==> config.mk <==
export PLATFORM = sky130hd
export DESIGN_NAME = pit_channel
export DESIGN_NICKNAME = d
export VERILOG_FILES = /design/src/rtl/pit_pkg.sv /design/src/rtl/pit_byte_ptr.sv /design/src/rtl/pit_ctrl_decode.sv /design/src/rtl/pit_count_core.sv /design/src/rtl/pit_read_port.sv /design/src/rtl/pit_channel.sv
export SDC_FILE = /design/constraint.sdc
export NUM_CORES = 1
export LEC_CHECK = 0
export ABC_CLOCK_PERIOD_IN_PS = 2350
export BUFFER_PORTS_ARGS = -buffer_cell sky130_fd_sc_hd__buf_4
export CORE_MARGIN = 2
export CORE_UTILIZATION = 25
export CTS_CLUSTER_DIAMETER = 200
export DETAILED_ROUTE_END_ITERATION = 16
export GPL_TIMING_DRIVEN = 1
export PLACE_DENSITY = 0.44
export SETUP_SLACK_MARGIN = 0.05
export SLEW_MARGIN = 20
export SYNTH_ARGS = -nofsm -noshare
export SYNTH_HDL_FRONTEND = slang
export SYNTH_SLANG_ARGS = --single-unit
==> constraint.sdc <==
create_clock -name clk -period 2.35 [get_ports clk]
set_input_delay 0.3525 -clock clk [delete_from_list [all_inputs] [get_ports clk]]
set_output_delay 0.3525 -clock clk [all_outputs]
set_load 0.02 [all_outputs]
==> src/rtl/pit_pkg.sv <==
package pit_pkg;
  typedef enum logic [2:0] {
    MODE_TC      = 3'd0,
    MODE_ONESHOT = 3'd1,
    MODE_RATE    = 3'd2,
    MODE_SQUARE  = 3'd3
  } pit_mode_e;

  localparam logic [1:0] FMT_PAIR = 2'b11;
endpackage

==> src/rtl/pit_byte_ptr.sv <==
// Byte pointer that walks the bytes of a multi-byte word, low byte first.
module pit_byte_ptr #(
  parameter int NBYTES = 2,
  localparam int PW = (NBYTES > 1) ? $clog2(NBYTES) : 1
) (
  input  logic          clk,
  input  logic          rst,
  input  logic          clear,
  input  logic          step,
  output logic [PW-1:0] ptr
);
  localparam logic [PW-1:0] LAST = PW'(NBYTES - 1);

  always_ff @(posedge clk) begin
    if (rst || clear)  ptr <= '0;
    else if (step)     ptr <= (ptr == LAST) ? '0 : ptr + 1'b1;
  end
endmodule

==> src/rtl/pit_ctrl_decode.sv <==
// Validates control words and holds the accepted counting mode.
module pit_ctrl_decode
  import pit_pkg::*;
(
  input  logic      clk,
  input  logic      rst,
  input  logic      cfg_wr,
  input  logic [1:0] cfg_fmt,
  input  logic [2:0] cfg_mode,
  input  logic      cfg_bcd,
  output pit_mode_e mode_q,
  output logic      cfg_apply,
  output logic      cfg_err
);
  logic mode_ok, cfg_ok;

  always_comb begin
    mode_ok = (cfg_mode == MODE_TC) || (cfg_mode == MODE_RATE) ||
              (cfg_mode == MODE_SQUARE);
    cfg_ok    = mode_ok && (cfg_fmt == FMT_PAIR) && !cfg_bcd;
    cfg_apply = cfg_wr && cfg_ok;
  end

  always_ff @(posedge clk) begin
    if (rst) begin
      mode_q  <= MODE_TC;
      cfg_err <= 1'b0;
    end else begin
      cfg_err <= cfg_wr && !cfg_ok;
      if (cfg_apply) mode_q <= pit_mode_e'(cfg_mode);
    end
  end
endmodule

==> src/rtl/pit_count_core.sv <==
// Down-counter, stored period and output waveform.
module pit_count_core
  import pit_pkg::*;
#(
  parameter int CNT_W  = 16,
  parameter int BYTE_W = 8,
  localparam int NB = CNT_W / BYTE_W,
  localparam int PW = (NB > 1) ? $clog2(NB) : 1
) (
  input  logic              clk,
  input  logic              rst,
  input  pit_mode_e         mode,
  input  logic              cfg_apply,
  input  logic              tick_en,
  input  logic              wr_en,
  input  logic [BYTE_W-1:0] wr_data,
  input  logic [PW-1:0]     wptr,
  output logic [CNT_W-1:0]  count,
  output logic              running,
  output logic              out_pin
);
  localparam logic [CNT_W-1:0] ONE = CNT_W'(1);
  localparam logic [CNT_W-1:0] TWO = CNT_W'(2);

  logic [CNT_W-1:0] period;
  logic [CNT_W-1:0] load_val;
  logic             first_byte, last_byte;

  always_comb begin
    load_val = count;
    load_val[wptr*BYTE_W +: BYTE_W] = wr_data;
    first_byte = (wptr == '0);
    last_byte  = (wptr == PW'(NB - 1));
  end

  always_ff @(posedge clk) begin
    if (rst) begin
      count   <= '0;
      period  <= '0;
      running <= 1'b0;
      out_pin <= 1'b0;
    end else if (cfg_apply) begin
      running <= 1'b0;
      out_pin <= 1'b0;
    end else if (wr_en) begin
      count <= load_val;
      if (first_byte) begin
        running <= 1'b0;
        out_pin <= 1'b0;
      end
      if (last_byte) begin
        period  <= load_val;
        running <= (load_val != '0);
        if (load_val != '0 && mode != MODE_TC) out_pin <= 1'b1;
      end
    end else if (tick_en && running) begin
      case (mode)
        MODE_TC: begin
          count <= count - ONE;
          if (count == ONE) begin
            out_pin <= 1'b1;
            running <= 1'b0;
          end
        end
        MODE_RATE: begin
          if (count == ONE) begin
            count   <= period;
            out_pin <= 1'b0;
          end else begin
            count   <= count - ONE;
            out_pin <= 1'b1;
          end
        end
        MODE_SQUARE: begin
          if (count <= TWO) begin
            count   <= period;
            out_pin <= ~out_pin;
          end else begin
            count <= count - TWO;
          end
        end
        default: running <= 1'b0;
      endcase
    end
  end
endmodule

==> src/rtl/pit_read_port.sv <==
// Snapshot register and byte-serial read path.
module pit_read_port #(
  parameter int CNT_W  = 16,
  parameter int BYTE_W = 8,
  localparam int NB = CNT_W / BYTE_W,
  localparam int PW = (NB > 1) ? $clog2(NB) : 1
) (
  input  logic              clk,
  input  logic              rst,
  input  logic              cfg_apply,
  input  logic              latch_cmd,
  input  logic              rd_en,
  input  logic [CNT_W-1:0]  count,
  output logic [BYTE_W-1:0] rd_data,
  output logic              latched,
  output logic [CNT_W-1:0]  hold,
  output logic [PW-1:0]     rptr
);
  logic latch_take, rd_last;

  assign latch_take = latch_cmd && !latched;
  assign rd_last    = (rptr == PW'(NB - 1));

  pit_byte_ptr #(.NBYTES(NB)) u_rptr (
    .clk  (clk),
    .rst  (rst),
    .clear(cfg_apply || latch_take),
    .step (rd_en),
    .ptr  (rptr)
  );

  always_ff @(posedge clk) begin
    if (rst) begin
      rd_data <= '0;
      latched <= 1'b0;
      hold    <= '0;
    end else begin
      if (rd_en) begin
        rd_data <= latched ? hold[rptr*BYTE_W +: BYTE_W]
                           : count[rptr*BYTE_W +: BYTE_W];
        if (latched && rd_last) latched <= 1'b0;
      end
      if (latch_take) begin
        latched <= 1'b1;
        hold    <= count;
      end
    end
  end
endmodule

==> src/rtl/pit_channel.sv <==
module pit_channel
  import pit_pkg::*;
#(
  parameter int CNT_W  = 16,
  parameter int BYTE_W = 8
) (
  input  logic              clk,
  input  logic              rst,
  input  logic              tick_en,
  input  logic              cfg_wr,
  input  logic [1:0]        cfg_fmt,
  input  logic [2:0]        cfg_mode,
  input  logic              cfg_bcd,
  input  logic              wr_en,
  input  logic [BYTE_W-1:0] wr_data,
  input  logic              latch_cmd,
  input  logic              rd_en,
  output logic [BYTE_W-1:0] rd_data,
  output logic              out_pin,
  output logic              cfg_err
);
  localparam int NB = CNT_W / BYTE_W;
  localparam int PW = (NB > 1) ? $clog2(NB) : 1;

  pit_mode_e        mode_q;
  logic             cfg_apply;
  logic [PW-1:0]    wptr, rptr;
  logic [CNT_W-1:0] count, hold;
  logic             running, latched;

  pit_ctrl_decode u_dec (
    .clk(clk), .rst(rst), .cfg_wr(cfg_wr), .cfg_fmt(cfg_fmt),
    .cfg_mode(cfg_mode), .cfg_bcd(cfg_bcd), .mode_q(mode_q),
    .cfg_apply(cfg_apply), .cfg_err(cfg_err)
  );

  pit_byte_ptr #(.NBYTES(NB)) u_wptr (
    .clk(clk), .rst(rst), .clear(cfg_apply), .step(wr_en && !cfg_apply),
    .ptr(wptr)
  );

  pit_count_core #(.CNT_W(CNT_W), .BYTE_W(BYTE_W)) u_core (
    .clk(clk), .rst(rst), .mode(mode_q), .cfg_apply(cfg_apply),
    .tick_en(tick_en), .wr_en(wr_en), .wr_data(wr_data), .wptr(wptr),
    .count(count), .running(running), .out_pin(out_pin)
  );

  pit_read_port #(.CNT_W(CNT_W), .BYTE_W(BYTE_W)) u_rd (
    .clk(clk), .rst(rst), .cfg_apply(cfg_apply), .latch_cmd(latch_cmd),
    .rd_en(rd_en), .count(count), .rd_data(rd_data), .latched(latched),
    .hold(hold), .rptr(rptr)
  );
endmodule

==> results.yml <==
yosys:
  netlist_top_cells_count: "85 x nand2_1, 65 x dfxtp_1, 55 x a21oi_1"
  synth_flop_cell: "dfxtp_1"
  synth_area_per_cell_um2: 8.30
  syn-num-nets: 498
  synth-seq-cells: 65
  synthTopCellsByArea: "dfxtp_1 33%, nand2_1 8.1%, a21oi_1 7.0%, mux2i_1 4.9%, mux4_2 4.0%"
  syn_area_um2: 3920
  async_flop_share_pct: 0
  synthesis.instances: 472
  synth_seq_area_share_pct: 33.2
  yosysMostFrequentCell: "nand2_1"
  synth-edff-count: 0
  synth_top_area_cell: "dfxtp_1"
  netlist.area_leader.share_pct: 33.2
  synth_cell_types: 76
  synth_warnings: 0
power:
  pwr_density_cell_nw_per_um2: 709
  leakage_nw: 1.82
  total_power_mw: 3.52
  vdd_ir_drop_max_v: 0.000423
timing:
  rsz0062_at_grt: "true"
  final_hold_viol_count: 0
  fin_crit_ns: 2.20
  slew_violations: 0
  tightestPinTransition_ns: 0.846
  finClkSkew_ns: 0.00519
  fmax_ghz: 0.454
  maxSlewHeadroom_pct: 43.5
  fin_crit_sh_pct: 93.8
  setup_viol: 0
die:
  core-area_um2: 15300
  fp.dieH_um: 129
  die_x_um: 129
  dieArea_um2: 16700
  rows: 45
  io_pins: 31
  start_util_pct: 25.7
grt:
  grt_max_degree: 30
  antenna_found_initial: 0
  first_global_vias: 3593
  grt.total_usage_pct: 16.8
  grt_pass1_wl_um: 21200
  grt_overflow: 0
routing:
  drt_pre_antenna_iters: 5
  routedWlPerCell_um: 18.6
  vias_per_cell: 5.26
  vias: 3884
  ant_nets: 0
  drcViolationCount: 0
  routed_wl_um: 13700
  drt-initial-drc-count: 421
setup_path:
  path_max_fanout: 5
  endpoint_kind: "flop"
  reg2regPathDepth: 7
  start_kind: "flop"
  critPathKind: "flop to flop"
  r2r_setup_slack_ns: 0.15
  arrival_ns: 2.46
  crit_family: "simple AND/OR/NAND/NOR gates"
  cp_cell_sequence: "buf_4 > or4_1 > nor3_1 > and2_1 > a21boi_1 > a2111oi_1 > a211oi_2"
  critical-path-slowest-cell: "or4_1"
  reg2reg_to: "u_core.count[13]$_SDFFE_PP0P_"
  max_stage_delay_ns: 0.58
  path_buf_inv: 1
  cp.required_ns: 2.61
  crit-reg2reg-launch: "u_core.count[7]$_SDFFE_PP0P_"
final_layout:
  fin_cells: 739
  drive_gt1_share_pct: 26.5
  fin_util_pct: 32.5
  stdcell_area_um2: 4960
  n_antenna_cell: 0
  nNetsFinal: 549
  areaGrowthSynthToFinish_pct: 26.7
clock_network:
  clk_path_buf_depth: 2
  cts_hold_buf: 0
  cts-root-buf: "clkbuf_16"
  htree_levels: 3
  cts.sinks: 65
  clkTransAtPathRegs_ns: 0.06
  cts_tree: "yes"
  cts-buffers-inserted: 9
  clkLatencyLatePin_ns: 0.34
job:
  maxCapViolCount: 0
hold_path:
  hold_path.class: "primary input to flop"
  hp-start: "cfg_wr"
  hold_path_end: "u_dec.cfg_err$_SDFF_PP0_"
  hold_depth: 2
place:
  place_congestion: 0.980
  dp_cells: 719
  portBuffers: 30
  dp.final_hpwl_um: 10300
  placed_area_um2: 4580
outcome:
  status: "finished clean"
==> sequential cells by signal, indices dropped and copies added, names as in the netlist <==
| name | flops |
|---|---|
| u_rd.u_rptr.ptr | 1 |
| u_core.running | 1 |
| u_dec.cfg_err | 1 |
| u_core.out_pin | 1 |
| u_dec.mode_q | 3 |
| u_rd.latched | 1 |
| u_rd.hold | 16 |
| u_core.period | 16 |
| u_wptr.ptr | 1 |
| u_rd.rd_data | 8 |
| u_core.count | 16 |
==> where the power goes <==
group,switching (mW),internal [mW],total (mW)
clock,0.527,0.824,1.35
sequential,0.0756,1.17,1.24
combinational,0.531,0.391,0.922
total,1.13,2.38,3.52
==> cell type report <==
cell class / count / area (um2)
sequential: 65 / 1300
multi-input combinational: 356 / 2440
timing repair buffer: 80 / 613
clock buffer: 10 / 229
clock inverter: 6 / 67.6
tap: 211 / 264
inverter: 11 / 41.3
fill: 1611 / 10300
==> metrics by stage <==
| step | setup slack, ns | setup TNS [ns] | hold slack [ns] |
|---|---|---|---|
| after detailed placement | 0.0663 | 0 | 0.443 |
| after floorplan | 0.131 | 0 | 0.432 |
| after CTS | 0.0576 | 0 | 0.237 |
| final | 0.145 | 0 | 0.249 |
| after global routing | 0.0301 | 0 | 0.253 |
| after global placement | -0.0164 | -0.0164 | 0.438 |
==> per-layer routing <==
metal / track usage [%] / up-vias / wire length (um)
li1: - / 1816 / -
met1: 23.8 / 1870 / 6520
met2: 25.5 / 178 / 6020
met3: 3.80 / 20 / 963
met4: 5.43 / 0 / 233
met5: 0 / - / 0
==> worst max path at each step <==
stage / start / end / slack, ns / cells past startpoint
6_report: u_core.count[7]$_SDFFE_PP0P_ / u_core.count[13]$_SDFFE_PP0P_ / 0.15 / 7
5_1_grt: u_core.count[7]$_SDFFE_PP0P_ / u_core.count[13]$_SDFFE_PP0P_ / 0.03 / 7
4_1_cts: u_core.count[0]$_SDFFE_PP0P_ / u_core.count[10]$_SDFFE_PP0P_ / 0.06 / 9
3_5_place_dp: u_core.count[0]$_SDFFE_PP0P_ / u_core.count[10]$_SDFFE_PP0P_ / 0.07 / 9
3_3_place_gp: u_core.count[0]$_SDFFE_PP0P_ / u_core.count[10]$_SDFFE_PP0P_ / -0.02 / 9
2_1_floorplan: u_core.count[0]$_SDFFE_PP0P_ / u_core.count[13]$_SDFFE_PP0P_ / 0.13 / 9
==> repair_timing <==
| action | in CTS | in global routing |
|---|---|---|
| setup endpoints to repair | 0 | 11 |
| gates resized for setup | 0 | 14 |
| buffers inserted | 0 | 4 |
==> cell families (layout without fill, tap and decap cells) <==
kind of cell	after synthesis	in the layout	share of synthesized area, %
AOI/OAI and AO/OA	133	133	23.6
xor gates and xnor gates	8	8	1.79
adders and majority gates	5	5	1.60
buffers and inverters	51	107	5.91
DFF	65	65	33.2
muxes	27	27	9.55
and+or+nand+nor	183	183	24.3
==> layout by cell type, fill, tap and decap left out, types with 3 or more instances in the layout <==
| cell type | count |
|---|---|
| mux4_2 | 7 |
| nor2_1 | 27 |
| o22ai_1 | 3 |
| nand3_1 | 5 |
| and2_1 | 3 |
| nor2b_1 | 5 |
| a41oi_1 | 4 |
| a211oi_1 | 6 |
| a31oi_1 | 3 |
| nor3b_1 | 4 |
| nand2_1 | 85 |
| mux2i_1 | 18 |
| buf_4 | 79 |
| clkbuf_16 | 9 |
| o21ai_1 | 6 |
| o31ai_1 | 4 |
| nor4_1 | 3 |
| o221ai_1 | 6 |
| dfxtp_1 | 64 |
| o21ai_0 | 7 |
| nand2b_1 | 5 |
| a22oi_1 | 4 |
| nor3_1 | 14 |
| o32ai_1 | 4 |
| ha_1 | 4 |
| nor3_4 | 3 |
| inv_1 | 9 |
| xnor2_1 | 6 |
| or4_1 | 3 |
| a221oi_1 | 3 |
| a21oi_1 | 55 |
Note: power is estimated with default switching activity, not from simulation.
